### config.mk
export PLATFORM = sky130hd
export DESIGN_NAME = afc_flow_ctrl
export DESIGN_NICKNAME = d
export VERILOG_FILES = /design/src/rtl/afc_pkg.sv /design/src/rtl/afc_level_sel.sv /design/src/rtl/afc_rts_hyst.sv /design/src/rtl/afc_cts_gate.sv /design/src/rtl/afc_flow_ctrl.sv
export SDC_FILE = /design/constraint.sdc
export NUM_CORES = 1
export LEC_CHECK = 0
export CAP_MARGIN = 20
export CORE_UTILIZATION = 38
export CTS_BUF_LIST = sky130_fd_sc_hd__clkbuf_2
export DETAILED_ROUTE_END_ITERATION = 10
export GPL_TIMING_DRIVEN = 0
export PLACE_DENSITY = 0.87
export SLEW_MARGIN = 20
export SYNTH_ARGS = -nofsm -noshare
export SYNTH_HDL_FRONTEND = slang
export SYNTH_SLANG_ARGS = --single-unit
### constraint.sdc
create_clock -name clk -period 1.7 [get_ports clk]
set_clock_uncertainty 0.05 [all_clocks]
set_input_delay 0.255 -clock clk [delete_from_list [all_inputs] [get_ports clk]]
set_output_delay 0.255 -clock clk [all_outputs]
set_load 0.05 [all_outputs]
### src/rtl/afc_pkg.sv
package afc_pkg;
  localparam int FIFO_DEPTH = 64;
  localparam int STEP       = 4;

  // Fallback receive threshold from the 2-bit selection
  function automatic int rx_fallback(input logic [1:0] sel);
    case (sel)
      2'd0:    return 8;
      2'd1:    return 16;
      2'd2:    return 56;
      default: return 60;
    endcase
  endfunction

  // Fallback transmit threshold from the 2-bit selection
  function automatic int tx_fallback(input logic [1:0] sel);
    case (sel)
      2'd0:    return 8;
      2'd1:    return 16;
      2'd2:    return 32;
      default: return 56;
    endcase
  endfunction
endpackage

### src/rtl/afc_level_sel.sv
module afc_level_sel #(
  parameter int CNT_W = 7,
  parameter int STEP  = 4,
  parameter bit IS_RX = 1'b1
) (
  input  logic [3:0]       code,
  input  logic [1:0]       fb_sel,
  output logic [CNT_W-1:0] level
);
  logic [CNT_W-1:0] fb_level;
  logic [CNT_W-1:0] code_level;

  generate
    if (IS_RX) begin : g_rx
      assign fb_level = CNT_W'(afc_pkg::rx_fallback(fb_sel));
    end else begin : g_tx
      assign fb_level = CNT_W'(afc_pkg::tx_fallback(fb_sel));
    end
  endgenerate

  assign code_level = CNT_W'(32'(code) * STEP);
  // a nonzero code overrides the fallback selection
  assign level = (code != 4'd0) ? code_level : fb_level;
endmodule

### src/rtl/afc_rts_hyst.sv
module afc_rts_hyst #(
  parameter int CNT_W = 7
) (
  input  logic             clk,
  input  logic             rst_n,
  input  logic             en,
  input  logic [CNT_W-1:0] fill,
  input  logic [CNT_W-1:0] halt_lvl,
  input  logic [CNT_W-1:0] resume_lvl,
  output logic             rts_n
);
  always_ff @(posedge clk or negedge rst_n) begin
    if (!rst_n)                 rts_n <= 1'b0;
    else if (!en)               rts_n <= 1'b0;
    else if (fill >= halt_lvl)  rts_n <= 1'b1;
    else if (fill <= resume_lvl) rts_n <= 1'b0;
  end

  assert_halt_R6: assert property (@(posedge clk) disable iff (!rst_n)
    ($past(rst_n) && $past(en) && ($past(fill) >= $past(halt_lvl))) |-> rts_n);

  assert_hold_R7: assert property (@(posedge clk) disable iff (!rst_n)
    ($past(rst_n) && $past(en) && ($past(fill) < $past(halt_lvl)) &&
     ($past(fill) > $past(resume_lvl))) |-> $stable(rts_n));

  assert_off_R8: assert property (@(posedge clk) disable iff (!rst_n)
    ($past(rst_n) && !$past(en)) |-> !rts_n);
endmodule

### src/rtl/afc_cts_gate.sv
module afc_cts_gate #(
  parameter int SYNC_STAGES = 2
) (
  input  logic clk,
  input  logic rst_n,
  input  logic en,
  input  logic cts_n,
  output logic start_ok
);
  logic [SYNC_STAGES-1:0] sync_q;

  generate
    for (genvar i = 0; i < SYNC_STAGES; i++) begin : g_sync
      always_ff @(posedge clk or negedge rst_n) begin
        if (!rst_n) sync_q[i] <= 1'b0;
        else        sync_q[i] <= (i == 0) ? cts_n : sync_q[(i == 0) ? 0 : i-1];
      end
    end
  endgenerate

  // only the start of a character is gated; one in flight runs on
  assign start_ok = !(en && sync_q[SYNC_STAGES-1]);

  generate
    if (SYNC_STAGES == 2) begin : g_chk
      assert_cts_hold_R9: assert property (@(posedge clk) disable iff (!rst_n)
        ($past(rst_n, 2) && $past(rst_n) && en && $past(cts_n, 2)) |-> !start_ok);
      assert_cts_free_R10: assert property (@(posedge clk) disable iff (!rst_n)
        (!en) |-> start_ok);
    end
  endgenerate
endmodule

### src/rtl/afc_flow_ctrl.sv
module afc_flow_ctrl #(
  parameter int DEPTH       = afc_pkg::FIFO_DEPTH,
  parameter int STEP        = afc_pkg::STEP,
  parameter int SYNC_STAGES = 2
) (
  input  logic       clk,
  input  logic       rst_n,
  input  logic [6:0] rx_fill,
  input  logic [6:0] tx_fill,
  input  logic [7:0] flow_cfg,
  input  logic [7:0] lvl_cfg,
  input  logic [7:0] fifo_cfg,
  input  logic [7:0] en_cfg,
  input  logic       cts_n,
  output logic       rts_n,
  output logic       rx_trig,
  output logic       tx_trig,
  output logic       tx_start_ok
);
  localparam int CNT_W = $clog2(DEPTH + 1);

  logic [CNT_W-1:0] rx_lvl, tx_lvl, tx_free, halt_lvl, resume_lvl;
  logic             auto_rts, auto_cts;

  assign auto_rts   = en_cfg[6];
  assign auto_cts   = en_cfg[7];
  assign tx_free    = CNT_W'(DEPTH) - CNT_W'(tx_fill);
  assign halt_lvl   = CNT_W'(32'(flow_cfg[3:0]) * STEP);
  assign resume_lvl = CNT_W'(32'(flow_cfg[7:4]) * STEP);

  afc_level_sel #(.CNT_W(CNT_W), .STEP(STEP), .IS_RX(1'b1)) u_rx_sel (
    .code(lvl_cfg[7:4]), .fb_sel(fifo_cfg[7:6]), .level(rx_lvl));

  afc_level_sel #(.CNT_W(CNT_W), .STEP(STEP), .IS_RX(1'b0)) u_tx_sel (
    .code(lvl_cfg[3:0]), .fb_sel(fifo_cfg[5:4]), .level(tx_lvl));

  always_ff @(posedge clk or negedge rst_n) begin
    if (!rst_n) begin
      rx_trig <= 1'b0;
      tx_trig <= 1'b0;
    end else begin
      rx_trig <= (CNT_W'(rx_fill) >= rx_lvl);
      tx_trig <= (tx_free >= tx_lvl);
    end
  end

  afc_rts_hyst #(.CNT_W(CNT_W)) u_rts (
    .clk(clk), .rst_n(rst_n), .en(auto_rts), .fill(CNT_W'(rx_fill)),
    .halt_lvl(halt_lvl), .resume_lvl(resume_lvl), .rts_n(rts_n));

  afc_cts_gate #(.SYNC_STAGES(SYNC_STAGES)) u_cts (
    .clk(clk), .rst_n(rst_n), .en(auto_cts), .cts_n(cts_n),
    .start_ok(tx_start_ok));

  // receive trigger tracks the selected threshold
  assert_rx_trig_R2: assert property (@(posedge clk) disable iff (!rst_n)
    $past(rst_n) |-> (rx_trig == (CNT_W'($past(rx_fill)) >= $past(rx_lvl))));

  // transmit trigger tracks the selected threshold
  assert_tx_trig_R4: assert property (@(posedge clk) disable iff (!rst_n)
    $past(rst_n) |-> (tx_trig == ($past(tx_free) >= $past(tx_lvl))));

  assert_reset_R1: assert property (@(posedge clk)
    !rst_n |-> (!rts_n && !rx_trig && !tx_trig));
endmodule

==> results.toml, run 1 <==
[status]
status = "complete, but fails checks"
violations = "setup timing"

[synth]
synth_cells = 87
yosys.area.top_type = "ha_1"
yosysMostFrequentCell = "ha_1"
syn_area_um2 = 735.7
synth-edff-count = 0
yosys_warnings = 0
synth-main-ff-cell = "dfrtp_1"
yosys.area.top_type_share_pct = 32.31
synthTopCellsByCount = "19 x ha_1, 13 x nor2_1, 9 x inv_1"
async_flop_share_pct = 100.0
synth_nets = 155
synth_seq_area_share_pct = 17.01
synth_cell_types = 29
synth.avg_cell_area_um2 = 8.456
yosys-top-cells-area = "ha_1 32%, dfrtp_1 17%, nor2_1 6.6%, inv_1 4.6%, xor2_1 3.6%"
yosys_register_bits = 5

[worst_setup_path]
r2r_slack_ps = 680
timing.rr.end = "u_rts.rts_n"
start_kind = "primary input"
critPathKind = "primary input to register"
endpoint_kind = "register"
crit_required_ps = 1750
critPathMaxFanout = 3
crit_arrival_ps = 2000
r2r_start = "u_rts.rts_n"
r2r_cells = 2

[sta]
relSlewSlack_pct = 65.05
maxSlewViolCount = 0
fmax_mhz = 511.9
worst_slew_pin_slew_ps = 523.4
min_period_ps = 1953
timing.hold.ws_ps = 209.7
finalHoldViolCount = 0
rsz0062_at_grt = "yes"
fin_crit_sh_pct = 114.9
setup_viol = 1
fin_ws_ps = -253.5

[power]
p_per_area_nw_per_um2 = 416.1
leakage_nw = 0.6036
vdd_drop_max_uv = 247.7
finalPower_uw = 536.8

[routing]
num_vias = 809
drc_errors = 0
ant_nets = 0
vias_per_cell = 5.088
wl_per_cell_um = 12.06
drt_iter0_drc = 8
drt-pass1-iter-count = 4
wl_um = 1917

[die]
die_w_um = 46
ioPinCount = 53
core_area_um2 = 1764
rows = 15
die_area_um2 = 2116
start_util_pct = 41.70
die-height_um = 46

[cts]
path_clk_slew_ps = 60
cts_tree = "built"
cts.sinks = 5
holdBufCountCts = 0
cts_root_buffer = "clkbuf_2"
clk_latency_ps = 210
cts_buffer_depth = 2
h-tree-depth = 1
cts-buffers-inserted = 3

[final_layout]
fin_nets = 203
instances_no_fill = 159
n_antenna_cell = 0
fin_util_pct = 73.12
area_growth_pct = 75.34
fillers = 151
drive_above_1_share_pct = 22.39

[global_routing]
grt.total_usage_pct = 19.27
antenna_found_initial = 0
grt-ovfl-total = 0
grt_max_degree = 6
grt_pass1_vias = 769
grt_pass1_wl_um = 2960

[placement]
dp_slack_ps = -1076
place_hpwl_um = 1610
port_buffers = 42
placed_cells = 154
gp_congestion = 0.7898

[worst_hold_path]
min_path_type = "primary input to asynchronous set/reset pin"

[run]
maxCapViolations = 0
[worst max path at each step]
stage / from / cells after the start / end / slack (ps)
floorplan: fifo_cfg[4] / 9 / tx_trig / -300
global placement: fifo_cfg[4] / 10 / tx_trig / -1020
detailed placement: fifo_cfg[4] / 10 / tx_trig / -1080
CTS: fifo_cfg[4] / 10 / tx_trig / -260
global route: fifo_cfg[4] / 10 / tx_trig / -350
finish: tx_fill[3] / 6 / tx_trig / -250
[cell type report]
type / instances / area (um2) / share of cell area (%)
multi-input cells: 72 / 659.4 / 51.12
repair buffers: 43 / 409.1 / 31.72
flip-flops and latches: 5 / 125.1 / 9.699
inverters: 9 / 41.29 / 3.201
well taps: 25 / 31.28 / 2.425
clock buffers: 4 / 20.02 / 1.552
plain buffers: 1 / 3.754 / 0.2910
[timing repair]
item	in CTS	in global routing
resized for setup	49	6
endpoints found under the setup margin	4	3
buffers inserted	1	0
pin swaps	14	1
[logic make-up (layout without fill, tap and decap cells)]
| group | count (synthesis) | count (layout) | share of synthesized area, % |
|---|---|---|---|
| flip-flops | 5 | 5 | 17.01 |
| XOR/XNOR | 4 | 4 | 4.763 |
| AND/OR/NAND/NOR | 31 | 31 | 22.96 |
| buffers and inverters | 10 | 57 | 5.101 |
| AO/OA/AOI/OAI | 18 | 18 | 17.86 |
| adder cells (fa/ha/maj) | 19 | 19 | 32.31 |
[metal layers]
metal  wire length, um  track usage, %  part of all wire (%)
met4                26           4.706                   1.4
met2               976           39.72                    51
met1               774           20.09                    40
met5                 0               0                     0
met3               140           1.587                   7.3
[layout by cell type (no fill, tap or decap), types with 3 or more instances in the layout]
| master | n |
|---|---|
| clkdlybuf4s50_1 | 20 |
| ha_1 | 15 |
| dlygate4sd2_1 | 15 |
| nor2_1 | 13 |
| clkbuf_2 | 6 |
| dfrtp_1 | 5 |
| inv_2 | 4 |
| inv_1 | 4 |
| nand2_1 | 4 |
| ha_4 | 4 |
| a21oi_1 | 3 |
| xor2_1 | 3 |
[state kept, by name, summed over array words and instances (netlist names)]
| register | count |
|---|---|
| rx_trig | 1 |
| tx_trig | 1 |
| u_cts.sync_q | 2 |
| u_rts.rts_n | 1 |
[power by group]
| group | total [mW] | leakage (nW) | switching, mW | internal [mW] |
|---|---|---|---|---|
| Sequential | 0.131 | 0.0566 | 0.00247 | 0.129 |
| Combinational | 0.296 | 0.530 | 0.139 | 0.157 |
| Clock | 0.109 | 0.0166 | 0.0471 | 0.0623 |
| Total | 0.537 | 0.604 | 0.188 | 0.348 |
[worst max-delay path: stages]
cell and delay, ps:
dlygate4sd2_1 260, or4_4 580, xor2_1 170, ha_1 280, a21o_1 170, a211o_2 290
[stage by stage]
| stage | TNS, ps | cell area (um2) |
|---|---|---|
| after detailed placement | -1892 | 1214 |
| after global placement | -1799 | 1214 |
| after global routing | -351.4 | 1290 |
| after CTS | -264.9 | 1289 |
| after floorplan | -300.4 | 762.0 |
| final | -253.5 | 1290 |
Power figures use the tool's default switching activity.
==> run 2, diff against run 1 <==
--- a/config.mk
+++ b/config.mk
@@ -6,12 +6,14 @@
 export NUM_CORES = 1
 export LEC_CHECK = 0
 export CAP_MARGIN = 20
-export CORE_UTILIZATION = 38
+export CELL_PAD_IN_SITES_DETAIL_PLACEMENT = 1
+export CELL_PAD_IN_SITES_GLOBAL_PLACEMENT = 1
+export CORE_UTILIZATION = 26
 export CTS_BUF_LIST = sky130_fd_sc_hd__clkbuf_2
 export DETAILED_ROUTE_END_ITERATION = 10
 export GPL_TIMING_DRIVEN = 0
-export PLACE_DENSITY = 0.87
-export SLEW_MARGIN = 20
+export PLACE_DENSITY_LB_ADDON = 0.1
+export SETUP_SLACK_MARGIN = 0.3
 export SYNTH_ARGS = -nofsm -noshare
 export SYNTH_HDL_FRONTEND = slang
 export SYNTH_SLANG_ARGS = --single-unit
==> run 2 against run 1 <==
The run still ends with setup timing left; core utilization fell by 19 points; flip-flop and latch count did not move; global-route usage fell by 2.2 points; power rose by 8.3%; sequential power barely moved; routed wire length rose by 31%; critical endpoint unchanged.
==> results.toml, run 2 (synthesis results as in run 1) <==
[global_routing]
grt_pass1_wl_um = 3560
grt-ovfl-total = 0
grt_pass1_vias = 827
antenna_found_initial = 0
grt.total_usage_pct = 17.03
grt_max_degree = 6

[cts]
cts-buffers-inserted = 3
cts_buffer_depth = 2
path_clk_slew_ps = 60
holdBufCountCts = 0
cts_root_buffer = "clkbuf_2"
clk_latency_ps = 220
cts_tree = "built"
h-tree-depth = 1
cts.sinks = 5

[sta]
worst_slew_pin_slew_ps = 481.3
timing.hold.ws_ps = 201.2
fin_crit_sh_pct = 115.6
rsz0062_at_grt = "yes"
finalHoldViolCount = 0
setup_viol = 1
min_period_ps = 1965
relSlewSlack_pct = 68.04
maxSlewViolCount = 0
fmax_mhz = 508.9
fin_ws_ps = -265.1

[routing]
wl_per_cell_um = 15.17
route.top_layer_used = "met4"
drt-pass1-iter-count = 4
ant_nets = 0
wl_um = 2518
drc_errors = 0
vias_per_cell = 5.036
wl_met3_um = 144
wl_met1_um = 945
dr_wl_met2_um = 1410
drt_iter0_drc = 3
num_vias = 836

[worst_setup_path]
critPathTopFamily = "simple AND/OR/NAND/NOR gates"
cp-startpoint = "tx_fill[3]"
crit_required_ps = 1740
critPathMaxFanout = 3
crit_path_end = "tx_trig"
cpMaxStageDelayCell = "or4_4"
crit_path_max_incr_delay_ps = 580
r2r_slack_ps = 550
crit_arrival_ps = 2010
critPathKind = "primary input to register"
start_kind = "primary input"
r2r_start = "u_rts.rts_n"
crit_chain = "dlygate4sd2_1 > or4_4 > xor2_1 > ha_1 > a21o_1 > a211o_2"
endpoint_kind = "register"
timing.rr.end = "u_rts.rts_n"
cp_num_cells = 6
r2r_cells = 2
critPathBufInv = 1

[final_layout]
largest_reg_flops = 2
drive_above_1_share_pct = 39.71
regMostFlops = "u_cts.sync_q"
most-common-layout-cells = "11 x nor2_1, 11 x ha_1, 11 x dlygate4sd2_1"
fin_nets = 205
n_antenna_cell = 0
area_growth_pct = 90.48
fin_util_pct = 54.58
instances_no_fill = 166

[die]
die-height_um = 55.20
core_area_um2 = 2567
die_w_um = 55.20
ioPinCount = 53
rows = 18
die_area_um2 = 3046
start_util_pct = 28.65

[placement]
dp_slack_ps = -1058
placed_cells = 159
port_buffers = 42
gp_congestion = 0.7509
place_hpwl_um = 1813

[power]
leakage_nw = 0.6396
p_per_area_nw_per_um2 = 414.7
finalPower_uw = 581.1
vdd_drop_max_uv = 364.5

[status]
status = "complete, but fails checks"
violations = "setup timing"

[worst_hold_path]
min_path_type = "primary input to asynchronous set/reset pin"

[run]
maxCapViolations = 0
run 2: cell types whose count changed in the layout (fill, tap and decap cells not counted), moves of 4 or more:
cell	delta
dlygate4sd2_1	-4
clkdlybuf4s50_1	-11
ha_4	+4
buf_6	+5
ha_1	-4
run 2: layer usage:
metal	up-vias	track usage, %
li1	411	-
met1	397	18.21
met2	26	31.73
met3	2	4.098
met4	0	6.667
met5	-	0
run 2: area by class of cell:
type	instances	area, um2
fill	307	1166
buffer	1	3.754
timing repair buffer	45	416.7
sequential	5	125.1
inverter	9	46.29
multi-input combinational	72	752.0
tap	30	37.54
clock buffer	4	20.02
run 2: how the worst min path moves through the flow:
stage / end / cells past startpoint
4_1_cts: u_cts.sync_q[1] / 1
5_1_grt: u_cts.sync_q[0] / 1
3_3_place_gp: u_cts.sync_q[1] / 0
6_report: u_cts.sync_q[0] / 1
2_1_floorplan: rx_trig / 0
3_5_place_dp: u_cts.sync_q[1] / 0
run 2: what timing repair did:
action	4_1_cts	5_1_grt
pin swaps	22	14
buffers inserted	1	2
resized for setup	103	24
endpoints found under the setup margin	7	7
gates cloned	0	0
run 2: where the power goes:
part	internal [mW]	switching [mW]
combinational	0.175	0.162
sequential	0.129	0.00396
clock	0.0623	0.0491
run 2: stage by stage:
step	TNS [ps]	area [um2]
detailed placement	-1874	1220
CTS	-247.8	1358
floorplan	-300.4	762.0
finish	-265.1	1401
global placement	-1840	1220
global route	-323.3	1401
==> run 3, diff against run 2 <==
--- a/config.mk
+++ b/config.mk
@@ -5,9 +5,10 @@
 export SDC_FILE = /design/constraint.sdc
 export NUM_CORES = 1
 export LEC_CHECK = 0
-export CAP_MARGIN = 20
+export ABC_CLOCK_PERIOD_IN_PS = 1700
 export CELL_PAD_IN_SITES_DETAIL_PLACEMENT = 1
 export CELL_PAD_IN_SITES_GLOBAL_PLACEMENT = 1
+export CORE_MARGIN = 8
 export CORE_UTILIZATION = 26
 export CTS_BUF_LIST = sky130_fd_sc_hd__clkbuf_2
 export DETAILED_ROUTE_END_ITERATION = 10
==> run 3 against run 2 <==
The run still ends with setup timing left; register-to-register slack better by 90 ps; worst hold slack about the same; sequential share of layout area decreased by 0.23 points; clock-buffer cell count did not move; flip-flop and latch count unchanged; critical path depth did not move; largest cell class unchanged.
==> results.toml, run 3 (synthesis results as in run 1) <==
[status]
status = "complete, but fails checks"
violations = "setup timing"

[sta]
fmax_mhz = 508.0
relSlewSlack_pct = 67.29
rsz0062_at_grt = "yes"
min_period_ps = 1968
fin_ws_ps = -268.5
finalHoldViolCount = 0
fin_crit_sh_pct = 115.8
setup_viol = 1
fin_tns_setup_ps = -268.5
worst_slew_pin_slew_ps = 492.6
maxSlewViolCount = 0

[cts]
h-tree-depth = 1
cts-buffers-inserted = 3
cts_tree = "built"
cts_root_buffer = "clkbuf_2"
clk_latency_ps = 220
cts.sinks = 5
path_clk_slew_ps = 60
cts_buffer_depth = 2

[worst_setup_path]
cpMaxStageDelayCell = "or4_4"
crit_path_max_incr_delay_ps = 570
start_kind = "primary input"
critPathKind = "primary input to register"
r2r_slack_ps = 640
critPathBufInv = 1
critPathTopFamily = "simple AND/OR/NAND/NOR gates"
endpoint_kind = "register"
crit_arrival_ps = 2020
r2r_cells = 2
crit_chain = "dlygate4sd2_1 > or4_4 > xor2_1 > ha_1 > a21o_1 > a211o_2"
critPathMaxFanout = 3
crit_required_ps = 1750
timing.rr.end = "u_rts.rts_n"
r2r_start = "u_rts.rts_n"

[placement]
dp_slack_ps = -1092
gp_congestion = 0.7615
place_hpwl_um = 2181
port_buffers = 42

[power]
p_comb_share_pct = 59.1
clkPwrFrac_pct = 18.7
p_int_uw = 375.8
p_per_area_nw_per_um2 = 411.7
swShare_pct = 36.51
p_seq_share_pct = 22.3
leakage_nw = 0.6510
switchingPower_uw = 216.1
vdd_drop_max_uv = 314.0

[die]
core_area_um2 = 2734
die-height_um = 69.20
ioPinCount = 53
start_util_pct = 26.91
die_w_um = 69.20
rows = 19
die_area_um2 = 4788

[final_layout]
largest_reg_flops = 2
area_growth_pct = 95.41
fin_nets = 205
drive_above_1_share_pct = 43.38
layout_commonest_cell = "dlygate4sd2_1"
n_antenna_cell = 0
regMostFlops = "u_cts.sync_q"
most-common-layout-cells = "12 x dlygate4sd2_1, 11 x nor2_1, 10 x ha_1"

[global_routing]
grt_pass1_wl_um = 4409
grt_max_degree = 6
grt-ovfl-total = 0
grt_pass1_vias = 999
grt.total_usage_pct = 10.89
antenna_found_initial = 0

[routing]
drc_errors = 0
wl_um = 2725
ant_nets = 0
num_vias = 837
vias_per_cell = 5.012
wl_per_cell_um = 16.32
drt_iter0_drc = 13
drt-pass1-iter-count = 3

[worst_hold_path]
min_path_type = "primary input to asynchronous set/reset pin"

[run]
maxCapViolations = 0
-- run 3: cell types whose count changed in the layout (fill, tap and decap cells not counted), sizes merged --
cell | previous run | this run
clkdlybuf4s15 | 6 | 5
dlygate4sd2 | 11 | 12
clkbuf | 9 | 6
clkdlybuf4s50 | 9 | 8
buf | 14 | 18
-- run 3: through the flow --
| step | cells | util (%) | area [um2] | power [mW] | hold slack, ps |
|---|---|---|---|---|---|
| 2_1_floorplan | 87 | - | 762.0 | 0.2668 | -90.59 |
| 5_1_grt | 167 | 52.59 | 1438 | 0.6408 | 183.5 |
| 3_3_place_gp | 160 | 44.67 | 1221 | 0.4104 | 283.8 |
| 6_report | 167 | 52.59 | 1438 | 0.5919 | 200.8 |
| 3_5_place_dp | 160 | 44.67 | 1221 | 0.4262 | 290.4 |
| 4_1_cts | 165 | 49.75 | 1360 | 0.5734 | 192.3 |
-- run 3: power groups by stage --
| stage | Clock (mW) | Combinational [mW] | Sequential, mW |
|---|---|---|---|
| after floorplan | 0 | 0.107 | 0.159 |
| after global placement | 0 | 0.277 | 0.134 |
| after detailed placement | 0 | 0.292 | 0.134 |
| after CTS | 0.117 | 0.325 | 0.132 |
| after global routing | 0.127 | 0.382 | 0.132 |
| final | 0.110 | 0.350 | 0.132 |
-- run 3: area by class of cell --
class / instances / area (um2)
Fill cell: 319 / 1296
Multi-Input combinational cell: 72 / 777.0
Timing Repair Buffer: 45 / 426.7
Sequential cell: 5 / 125.1
Inverter: 9 / 46.29
Tap cell: 31 / 38.79
Clock buffer: 4 / 20.02
Buffer: 1 / 3.754
-- run 3: worst max-delay path by stage --
stage | start | end | slack, ps | cells past startpoint
CTS | fifo_cfg[4] | tx_trig | -270 | 10
finish | tx_fill[3] | tx_trig | -270 | 6
global placement | fifo_cfg[4] | tx_trig | -1030 | 10
floorplan | fifo_cfg[4] | tx_trig | -300 | 9
global route | fifo_cfg[4] | tx_trig | -340 | 10
detailed placement | fifo_cfg[4] | tx_trig | -1090 | 10
-- run 3: repair_timing --
action	CTS	global route
pin swaps	25	11
hold buffers	0	0
endpoints found under the setup margin	7	6
gates resized for setup	120	19
setup buffers	1	2
-- run 3: per-layer routing --
| metal | routed length, um | share of wire (%) | vias up | GRT usage [%] |
|---|---|---|---|---|
| met2 | 1552 | 57 | 23 | 21.11 |
| met4 | 12 | 0.44 | 0 | 4.100 |
| met5 | 0 | 0 | - | 0 |
| li1 | - | - | 413 | - |
| met3 | 107 | 3.9 | 2 | 3.147 |
| met1 | 1052 | 39 | 399 | 10.40 |
